<file path="src/rtl/uart_irq_prio.sv">
module uart_irq_prio #(
  parameter int FIFO_DEPTH    = 16,
  parameter int BITS_PER_CHAR = 10,
  parameter int TIMEOUT_CHARS = 4,
  localparam int LVL_W = $clog2(FIFO_DEPTH + 1)
) (
  input  logic             clk,
  input  logic             rst_n,
  input  logic             fifo_mode,
  input  logic             err_overrun,
  input  logic             err_parity,
  input  logic             err_framing,
  input  logic             err_break,
  input  logic [LVL_W-1:0] rx_level,
  input  logic [LVL_W-1:0] rx_trigger,
  input  logic             rx_push,
  input  logic             start_bit,
  input  logic             bit_tick,
  input  logic [LVL_W-1:0] tx_level,
  input  logic             msc_cts,
  input  logic             msc_dsr,
  input  logic             msc_ri,
  input  logic             msc_dcd,
  input  logic             iir_rd,
  input  logic             lsr_rd,
  input  logic             msr_rd,
  input  logic             rbr_rd,
  input  logic             thr_wr,
  input  logic             fcr_wr,
  input  logic             fcr_rx_reset,
  output logic [3:0]       irq_id,
  output logic             irq
);

  localparam int TO_LIMIT = BITS_PER_CHAR * TIMEOUT_CHARS;
  localparam int CNT_W    = $clog2(TO_LIMIT + 1);
  localparam int HALF     = FIFO_DEPTH / 2;

  localparam logic [3:0] ID_NONE = 4'b0001;
  localparam logic [3:0] ID_LINE = 4'b0110;
  localparam logic [3:0] ID_RXD  = 4'b0100;
  localparam logic [3:0] ID_TOUT = 4'b1100;
  localparam logic [3:0] ID_TXR  = 4'b0010;
  localparam logic [3:0] ID_MDM  = 4'b0000;

  logic             line_q, rxd_q, tout_q, txr_q, mdm_q, txc_d;
  logic [CNT_W-1:0] idle_cnt;

  wire rx_flush   = fcr_wr & fcr_rx_reset;
  wire any_err    = err_overrun | err_parity | err_framing | err_break;
  wire any_msc    = msc_cts | msc_dsr | msc_ri | msc_dcd;
  wire txc        = fifo_mode ? (tx_level <= LVL_W'(HALF)) : (tx_level == '0);
  wire rx_hit     = rx_level >= rx_trigger;
  wire rx_some    = rx_level != '0;
  wire idle_rst   = rx_push | rbr_rd | start_bit | rx_flush | ~fifo_mode;
  wire tout_clr   = rbr_rd | start_bit | rx_flush;
  wire idle_full  = idle_cnt == CNT_W'(TO_LIMIT);
  wire txr_clr    = thr_wr | (iir_rd & (irq_id == ID_TXR));

  always_comb begin
    if (line_q)      irq_id = ID_LINE;
    else if (rxd_q)  irq_id = ID_RXD;
    else if (tout_q) irq_id = ID_TOUT;
    else if (txr_q)  irq_id = ID_TXR;
    else if (mdm_q)  irq_id = ID_MDM;
    else             irq_id = ID_NONE;
  end

  assign irq = irq_id != ID_NONE;

  always_ff @(posedge clk or negedge rst_n) begin
    if (!rst_n) begin
      line_q   <= 1'b0;
      rxd_q    <= 1'b0;
      tout_q   <= 1'b0;
      txr_q    <= 1'b0;
      mdm_q    <= 1'b0;
      txc_d    <= 1'b0;
      idle_cnt <= '0;
    end else begin
      line_q <= any_err | (line_q & ~lsr_rd);
      mdm_q  <= any_msc | (mdm_q & ~msr_rd);

      if (fifo_mode)    rxd_q <= ~rx_flush & rx_hit;
      else if (rx_push) rxd_q <= 1'b1;
      else if (rbr_rd)  rxd_q <= 1'b0;

      if (idle_rst)                    idle_cnt <= '0;
      else if (bit_tick && !idle_full) idle_cnt <= idle_cnt + 1'b1;

      tout_q <= fifo_mode & rx_some & ~tout_clr & (tout_q | idle_full);

      txc_d <= txc;
      if (txr_clr || !txc) txr_q <= 1'b0;
      else if (!txc_d)     txr_q <= 1'b1;
    end
  end

  a_r1_idle_no_irq: assert property (@(posedge clk) disable iff (!rst_n)
    (!line_q && !rxd_q && !tout_q && !txr_q && !mdm_q) |-> (irq_id == ID_NONE && !irq));

  a_r3_error_reports_line: assert property (@(posedge clk) disable iff (!rst_n)
    any_err |=> irq_id == ID_LINE);

  a_r3_line_sticky: assert property (@(posedge clk) disable iff (!rst_n)
    (irq_id == ID_LINE && !lsr_rd) |=> irq_id == ID_LINE);

  a_r10_modem_sticky: assert property (@(posedge clk) disable iff (!rst_n)
    (mdm_q && !msr_rd) |=> mdm_q);

  a_r5_flush_drops_rxd: assert property (@(posedge clk) disable iff (!rst_n)
    (rx_flush && fifo_mode) |=> irq_id != ID_RXD);

  a_r6_no_timeout_single: assert property (@(posedge clk) disable iff (!rst_n)
    !fifo_mode |=> !tout_q);

  a_r7_start_clears_timeout: assert property (@(posedge clk) disable iff (!rst_n)
    start_bit |=> !tout_q);

  a_r9_iir_read_clears_tx: assert property (@(posedge clk) disable iff (!rst_n)
    (iir_rd && irq_id == ID_TXR) |=> !txr_q);

endmodule

</file>
<file path="config.mk">
export PLATFORM = sky130hd
export DESIGN_NAME = uart_irq_prio
export DESIGN_NICKNAME = d
export VERILOG_FILES = /design/src/rtl/uart_irq_prio.sv
export SDC_FILE = /design/constraint.sdc
export NUM_CORES = 1
export LEC_CHECK = 0
export BUFFER_PORTS_ARGS = -buffer_cell sky130_fd_sc_hd__buf_2
export CAP_MARGIN = 10
export CORE_AREA = 2 2 44 46
export DETAILED_ROUTE_END_ITERATION = 10
export DIE_AREA = 0 0 46 48
export GPL_ROUTABILITY_DRIVEN = 1
export PLACE_DENSITY = 0.78
export SETUP_SLACK_MARGIN = 0.3
export SYNTH_ARGS = -nofsm -noshare
export SYNTH_HDL_FRONTEND = slang
export SYNTH_SLANG_ARGS = --single-unit
</file>
<file path="constraint.sdc">
create_clock -name clk -period 2.1 [get_ports clk]
set_input_delay 0.42 -clock clk [delete_from_list [all_inputs] [get_ports clk]]
set_output_delay 0.42 -clock clk [all_outputs]
set_load 0.01 [all_outputs]
</file>
; Word-level counts from Yosys, hierarchy flattened
; Index checks and enable logic that the tools add are counted.
[word_totals]
reg_bits = 12
inputBits = 36
output_inout_bits = 5
[op_classes]
addsub = 1
magnitude_cmp = 2
eq_ne = 4
muxes = 13
bitwise = 29
reduce_logical = 8
[ops]
columns = operator, n
row1 = 1-bit OR, 16
row2 = 4-bit 2-to-1 mux, 3
row3 = 6-bit 2-to-1 mux, 2
row4 = 1-bit bitwise AND, 8
row5 = 1-bit 2-to-1 mux, 7
row6 = 6-bit by 1-bit adder with 6-bit output (second input constant), 1
row7 = 6-bit equality test (second input constant), 1
row8 = 5-bit >= comparator, 1
row9 = 5-bit by 4-bit <= comparator with 1-bit output (second input constant), 1
row10 = 5-bit zero test, 1
row11 = 1-bit inverter, 5
row12 = 5-bit nonzero test, 1
row13 = 4-bit by 2-bit equality test with 1-bit output (second input constant), 1
row14 = 4-bit by 1-bit != test with 1-bit output (second input constant), 1
row15 = 3-bit nonzero test, 1
row16 = 1-bit zero test, 2
row17 = 2-bit 2-to-1 mux, 1
row18 = 2-bit by 1-bit != test with 1-bit output (second input constant), 1
row19 = 2-bit nonzero test, 1
row20 = 1-bit logical AND, 1
row21 = 1-bit logical OR, 1

; Depth between registers and ports, before layout
; Gate-level depths: netlist of run 1.
[depth]
depth_word = 10
mapped_depth = 6
depth_no_buf = 6

; Least setup slack after synthesis of run 1
; No wires, ideal clock.
[synth_path]
kind = in2reg
start = input rx_level[0]
end = register rxd_q
arrival_ns = 1.462
required_ns = 1.972
path_slack_ns = 0.510
stages = 6
path_buffers = 0
path_cell_list = inv_1 ha_1 nand2b_1 a2111o_1 a31oi_1 o22ai_1
[synth_via]
elab_chain_len = 3
[synth_rtl]
columns = item, line_no
row1 = from (decl), 14  ; input logic [LVL_W-1:0] rx_level,
row2 = 5-bit >= comparator, 53  ; wire rx_hit = rx_level >= rx_trigger;
row3 = 1-bit bitwise AND, 84  ; if (fifo_mode) rxd_q <= ~rx_flush & rx_hit;
row4 = 1-bit 2-to-1 mux, 84
row5 = to (signal assigned), 84
row6 = to (decl), 46  ; logic line_q, rxd_q, tout_q, txr_q, mdm_q, txc_d;
; No other way between the ends.
; A chain may end at the register's enable or synchronous reset.

; Final worst setup path of run 1
[layout_path]
start = register tout_q
end = output irq_id[0]
[layout_via]
elab_chain_len = 3
[layout_rtl]
columns = item, line_no
row1 = from (decl), 46
row2 = from (signal assigned), 91  ; tout_q <= fifo_mode & rx_some & ~tout_clr & (tout_q | idle_full);
row3 = 4-bit 2-to-1 mux, 63  ; else if (tout_q) irq_id = ID_TOUT;
row4 = 4-bit 2-to-1 mux, 62  ; else if (rxd_q) irq_id = ID_RXD;
row5 = 4-bit 2-to-1 mux, 61  ; if (line_q) irq_id = ID_LINE;
row6 = to (decl), 31  ; output logic [3:0] irq_id,
; No other way between the ends.

==> reports/qor.yml, run 1 <==
outcome:
  status: "completed"
clock_tree:
  clkLatencyLatePin_ns: 0.26
  tritoncts: "yes"
  cts_num_sinks: 12
  cts-root-buf: "clkbuf_4"
  cts_htree_levels: 1
  cts_buffers: 3
  clk_path_buf_depth: 2
  clkTransAtPathRegs_ns: 0.07
  cts_hold_buf: 0
power_and_ir_drop:
  internal-power_mw: 0.384
  power.clock.fraction: 0.353
  p_seq_frac: 0.485
  fin_total_pwr_mw: 0.492
  p_sw_mw: 0.108
  swShare: 0.220
  ir_worst_vdd_v: 0.000297
  p_leak_nw: 0.543
  power_density_mw_per_mm2: 478
  p_comb_frac: 0.163
setup_path:
  crit_path_cell_trace: "nor2_2 > nand2_2 > or3_4 > inv_2 > buf_6"
  reg2reg_to: "idle_cnt[1]"
  path_class: "register to output pin"
  slowest_stage: "dfrtp_1"
  critPathLaunchType: "register"
  cp_top_family: "simple AND/OR/NAND/NOR gates"
  crit_path_max_incr_delay_ns: 0.41
  cp.arrival_ns: 1.37
  r2r-start: "idle_cnt[0]"
  rrSetupSlack_ns: 0.68
  startpoint: "tout_q"
  rr_worst_depth: 6
  critical_path_required_ns: 1.68
  endpoint_kind: "output pin"
  worstPathMaxFanout: 3
  cp_num_buf_inv: 2
routing:
  routed_wl_um: 1640
  antenna_left: 0
  drc: 0
  dr.pass1.iters: 3
  drtIter0Drc: 4
  vias: 747
  drt-vias-per-instance: 5.12
  wl_per_cell_um: 11.2
sta:
  drv_slew: 0
  fin_crit_sh: 0.851
  setup_violations: 0
  finalClockSkew_ns: 0.000835
  tns_ns: 0
  hold_slack_ns: 0.0232
  hold_viol: 0
  max_slew_margin: 0.828
  rsz0062_at_grt: "yes"
  fmax_mhz: 559
  fin_crit_ns: 1.79
  tightest_slew_ns: 0.256
cells_and_area:
  multi_input_area_um2: 399
  syn2layout_area_growth_pct: 39.4
  fill_cells: 169
  final_cell_mix: "buf_2, dfrtp_1, inv_1"
  regArea_um2: 300
  layout.nets: 173
  antenna_cells: 0
  final_common_cell: "buf_2"
  drive_gt1_frac: 0.411
worst_hold_path:
  hold_class: "primary input to asynchronous set/reset pin"
grt:
  grt_pass1_vias: 663
  grt_start_max_net_pins: 13
  grt_pass1_wl_um: 2570
  grt-ovfl-total: 0
  track_usage: 0.162
  antenna_found_initial: 0
die:
  top_level_ports: 41
  die_area_mm2: 0.00221
  rows: 15
  die_h_um: 48
  initial_utilization: 0.438
  die_w_um: 46
  core_mm2: 0.00169
logic_synthesis:
  synth.cell_area_um2: 739
  ys_seq_area_frac: 0.406
  synth_cells: 83
  synth_cell_type_count: 27
  syn_nets: 126
  ys_seq_elements: 12
  syn_area_per_cell_um2: 8.91
  ys_warn_count: 0
flow_run:
  drv_cap: 0
placed_design:
  dp_hpwl_um: 1420
  port_buffers: 40
  gp_congestion: 0.792
cells in the mapped netlist:
| cell type | number | area (um^2) |
|---|---|---|
| xor2_1 | 3 | 26.3 |
| a31oi_1 | 1 | 6.26 |
| dfrtp_1 | 12 | 300 |
| or3_1 | 2 | 12.5 |
| nor3_1 | 1 | 5.00 |
| o22ai_1 | 2 | 12.5 |
| nand2_1 | 9 | 33.8 |
| or4_1 | 2 | 15.0 |
| o31ai_1 | 1 | 7.51 |
| and3_1 | 1 | 6.26 |
| xnor2_1 | 1 | 8.76 |
| a21oi_1 | 2 | 10.0 |
| buf_2 | 1 | 5.00 |
| mux2i_1 | 1 | 10.0 |
| o21ai_0 | 3 | 15.0 |
| nand2b_1 | 2 | 12.5 |
| ha_1 | 7 | 87.6 |
| nand4b_1 | 1 | 8.76 |
| inv_1 | 12 | 45.0 |
| nor2_1 | 8 | 30.0 |
| a21oi_2 | 1 | 8.76 |
| nor3b_1 | 1 | 7.51 |
| nand4_1 | 2 | 12.5 |
| o21ai_1 | 1 | 5.00 |
| a2111o_1 | 1 | 11.3 |
| nor4_1 | 4 | 25.0 |
| o221a_2 | 1 | 11.3 |
worst register-to-register path: cells and delay by family, from the launching register on:
| family | cells | cell delay, ns |
|---|---|---|
| multiplexers | 1 | 0.21 |
| AND/OR/NAND/NOR | 2 | 0.18 |
| adder cells (fa/ha/maj) | 1 | 0.16 |
| AO/OA/AOI/OAI | 1 | 0.26 |
| buffers and inverters | 1 | 0.10 |
| flip-flops | 1 | 0.40 |
power by group through the flow:
stage,clock (mW),combinational (mW),sequential [mW]
final,0.174,0.0801,0.239
after CTS,0.179,0.0808,0.238
after global routing,0.190,0.0925,0.240
after floorplan,0,0.0301,0.243
after detailed placement,0,0.0766,0.243
after global placement,0,0.0731,0.243
routing by layer:
layer,up-vias,global-route usage,part of all wire
met5,-,0,0
met4,0,0.0514,0.0067
met3,2,0.0113,0.032
met2,17,0.300,0.57
met1,343,0.200,0.39
li1,385,-,-
how the worst max path moves through the flow:
| stage | endpoint | slack, ns | cells past startpoint |
|---|---|---|---|
| after floorplan | rxd_q | 0.51 | 6 |
| after global placement | rxd_q | 0.37 | 7 |
| after detailed placement | rxd_q | 0.33 | 7 |
| after CTS | irq_id[0] | 0.30 | 5 |
| after global routing | irq_id[0] | 0.23 | 5 |
| final | irq_id[0] | 0.31 | 5 |
flip-flops by register name (all words and copies together), names as in the netlist:
name      cells
txc_d         1
line_q        1
txr_q         1
mdm_q         1
tout_q        1
rxd_q         1
idle_cnt      6
final cells by class:
type / instances / area share
Timing Repair Buffer: 43 / 0.222
Multi-Input combinational cell: 58 / 0.387
Sequential cell: 12 / 0.291
Tap cell: 17 / 0.0206
Inverter: 12 / 0.0437
Clock buffer: 4 / 0.0352
through the flow:
step | worst slack [ns] | area (um^2) | cells | utilization
2_1_floorplan | 0.510 | 739 | 83 | -
3_3_place_gp | 0.374 | 956 | 139 | 0.566
3_5_place_dp | 0.334 | 956 | 139 | 0.566
4_1_cts | 0.302 | 1000 | 144 | 0.593
5_1_grt | 0.232 | 1030 | 146 | 0.610
6_report | 0.312 | 1030 | 146 | 0.610
logic make-up after synthesis:
logic type               count (synthesis)  share of synthesized area
flip-flops                              12                      0.406
AND/OR/NAND/NOR                         33                      0.228
multiplexers                             1                     0.0135
buffers and inverters                   13                     0.0677
AO/OA/AOI/OAI                           13                      0.118
XOR/XNOR                                 4                     0.0474
adder cells (fa/ha/maj)                  7                      0.118
repair_timing:
item	CTS	global route
buffers inserted	1	2
pin swaps	0	2
resized for setup	1	4
setup endpoints to repair	2	2
No activity file was read; power rests on OpenSTA's default activity.
==> run 2: changes to the inputs <==
--- a/config.mk
+++ b/config.mk
@@ -7,11 +7,13 @@
 export LEC_CHECK = 0
 export BUFFER_PORTS_ARGS = -buffer_cell sky130_fd_sc_hd__buf_2
 export CAP_MARGIN = 10
-export CORE_AREA = 2 2 44 46
+export CELL_PAD_IN_SITES_DETAIL_PLACEMENT = 0
+export CELL_PAD_IN_SITES_GLOBAL_PLACEMENT = 2
+export CORE_AREA = 2 2 58 60
 export DETAILED_ROUTE_END_ITERATION = 10
-export DIE_AREA = 0 0 46 48
+export DIE_AREA = 0 0 60 62
 export GPL_ROUTABILITY_DRIVEN = 1
-export PLACE_DENSITY = 0.78
+export PLACE_DENSITY_LB_ADDON = 0.1
 export SETUP_SLACK_MARGIN = 0.3
 export SYNTH_ARGS = -nofsm -noshare
 export SYNTH_HDL_FRONTEND = slang
==> run 2 against run 1 <==
Against the previous run:
- utilization fell by 28 points
- non-clock buffer count unchanged
- hold slack lost 0.0012 ns
- combinational power is 1% higher
- design area is 2.2% higher
- clock skew about the same
- fmax decreased by 0.90%
- worst setup slack lost 0.016 ns
- cell count grew 19%
- via count fell by 1.2%
==> reports/qor.yml, run 2 (same netlist as run 1, synthesis figures left out) <==
outcome:
  status: "completed"
power_and_ir_drop:
  power.clock.fraction: 0.298  # -0.055
  p_seq_frac: 0.524  # +0.039
  power_density_mw_per_mm2: 432  # -9.6%
  p_sw_mw: 0.109  # +0.76%
  p_leak_nw: 0.535  # -1.4%
  internal-power_mw: 0.346  # -10%
  p_comb_frac: 0.178  # +0.015
  ir_worst_vdd_v: 0.000214  # -28%
  swShare: 0.240  # +0.0199
grt:
  grt_pass1_vias: 617  # -6.9%
  antenna_found_initial: 0  # unchanged
  grt_start_max_net_pins: 13  # unchanged
  grt-ovfl-total: 0  # unchanged
  grt_pass1_wl_um: 2530  # -1.9%
  track_usage: 0.0952  # -0.0669
routing:
  wl_per_cell_um: 9.69  # -14%
  wl_met2_um: 803  # -14%
  met3RoutedLength_um: 140  # +160%
  routed_wl_um: 1690  # +2.7%
  drc: 0  # unchanged
  drt-vias-per-instance: 4.24  # -17%
  drtIter0Drc: 4  # unchanged
  vias: 738  # -1.2%
  drt-met1-wl_um: 724  # +12%
  antenna_left: 0  # unchanged
  dr.pass1.iters: 2  # -1
  topRoutingLayerUsed: "met4"
cells_and_area:
  antenna_cells: 0  # unchanged
  final_cell_mix: "buf_2, dfrtp_1, inv_1"
  multi_input_area_um2: 399  # unchanged
  instances_no_fill: 174  # +19%
  largest-register: "idle_cnt"
  final_common_cell: "buf_2"
  drive_gt1_frac: 0.406  # -0.00460
  utilization: 0.331  # -0.279
  regArea_um2: 300  # unchanged
  largest_reg_flops: 6  # unchanged
  fin_area_mm2: 0.00105  # +2.2%
  layout.nets: 173  # unchanged
  fill_cells: 345  # +100%
  syn2layout_area_growth_pct: 42.5
die:
  core_mm2: 0.00318  # +88%
  die_w_um: 60  # +30%
  die_area_mm2: 0.00372  # +68%
  initial_utilization: 0.233  # -0.205
  rows: 21  # +6
  die_h_um: 62  # +29%
  top_level_ports: 41  # unchanged
setup_path:
  worstPathMaxFanout: 3  # unchanged
  critical_path_required_ns: 1.68  # about the same
  cp.arrival_ns: 1.38  # about the same
  critPathLaunchType: "register"
  path_class: "register to output pin"
  endpoint_kind: "output pin"
clock_tree:
  cts-root-buf: "clkbuf_4"
  clkTransAtPathRegs_ns: 0.07  # about the same
  clkLatencyLatePin_ns: 0.26  # about the same
  cts_htree_levels: 1  # unchanged
  cts_hold_buf: 0  # unchanged
  tritoncts: "yes"
  cts_buffers: 3  # unchanged
  cts_num_sinks: 12  # unchanged
  clk_path_buf_depth: 2  # unchanged
sta:
  tns_ns: 0  # unchanged
  drv_slew: 0  # unchanged
  finalClockSkew_ns: 0.000513  # -0.000322 ns
  fin_crit_sh: 0.859  # +0.00773
  hold_slack_ns: 0.0220  # -0.00117 ns
  rsz0062_at_grt: "yes"
  fmax_mhz: 554  # -0.90%
  fin_crit_ns: 1.80  # +0.0162 ns
  tightest_slew_ns: 0.276  # +0.0203 ns
  setup_violations: 0  # unchanged
  max_slew_margin: 0.816  # -0.0124
  hold_viol: 0  # unchanged
placed_design:
  gp_congestion: 0.652  # -18%
  dp_hpwl_um: 1440  # +1.8%
  place_inst: 168  # +21%
  post_dp_cell_area_um2: 992  # +3.8%
  port_buffers: 40  # unchanged
flow_run:
  drv_cap: 0  # unchanged
worst_hold_path:
  hold_class: "primary input to asynchronous set/reset pin"
==> run 2: repair_timing <==
| item | CTS | global route |
|---|---|---|
| buffers inserted | 2 | 1 |
| gates resized for setup | 1 | 4 |
| setup endpoints to repair | 2 | 2 |
| pin swaps | 1 | 3 |
| gates cloned | 0 | 0 |
==> run 2: area by class of cell <==
class                           instances  area share
Clock buffer                            3      0.0214
Inverter                               12      0.0428
Multi-Input combinational cell         58       0.379
Sequential cell                        12       0.285
Tap cell                               46      0.0546
Timing Repair Buffer                   43       0.217
==> run 2: power by group through the flow <==
stage / registers [mW] / logic (mW) / clock network [mW]
final: 0.238 / 0.0809 / 0.136
after CTS: 0.238 / 0.0821 / 0.147
after global routing: 0.239 / 0.0940 / 0.163
after detailed placement: 0.243 / 0.0781 / 0
after floorplan: 0.243 / 0.0301 / 0
after global placement: 0.243 / 0.0774 / 0
==> run 2: final timing paths <==
check	from	to	slack [ns]	cells past startpoint
max reg2reg	idle_cnt[0]	idle_cnt[1]	0.71	6
min	rst_n	idle_cnt[3]	0.02	1
min reg2reg	idle_cnt[5]	idle_cnt[5]	0.55	2
max	rxd_q	irq_id[0]	0.30	5
max in group asynchronous	rst_n	rxd_q	1.86	1
min in group clk	thr_wr	txr_q	0.31	2
==> run 2: critical path: stages, from the launching register on <==
cell	delay, ns
dfrtp_1	0.39
nor2_2	0.14
nand2_2	0.07
or3_4	0.37
inv_2	0.06
buf_6	0.09
==> run 2: per-stage QoR <==
stage / setup WS [ns] / power (mW)
final: 0.296 / 0.455
after CTS: 0.306 / 0.467
after detailed placement: 0.327 / 0.321
after global placement: 0.363 / 0.321
after floorplan: 0.510 / 0.273
after global routing: 0.181 / 0.496
==> run 2: layer usage <==
metal | vias up | global-route usage
met5 | - | 0
met4 | 0 | 0.0286
met3 | 2 | 0.0435
met2 | 30 | 0.168
met1 | 327 | 0.103
li1 | 379 | -
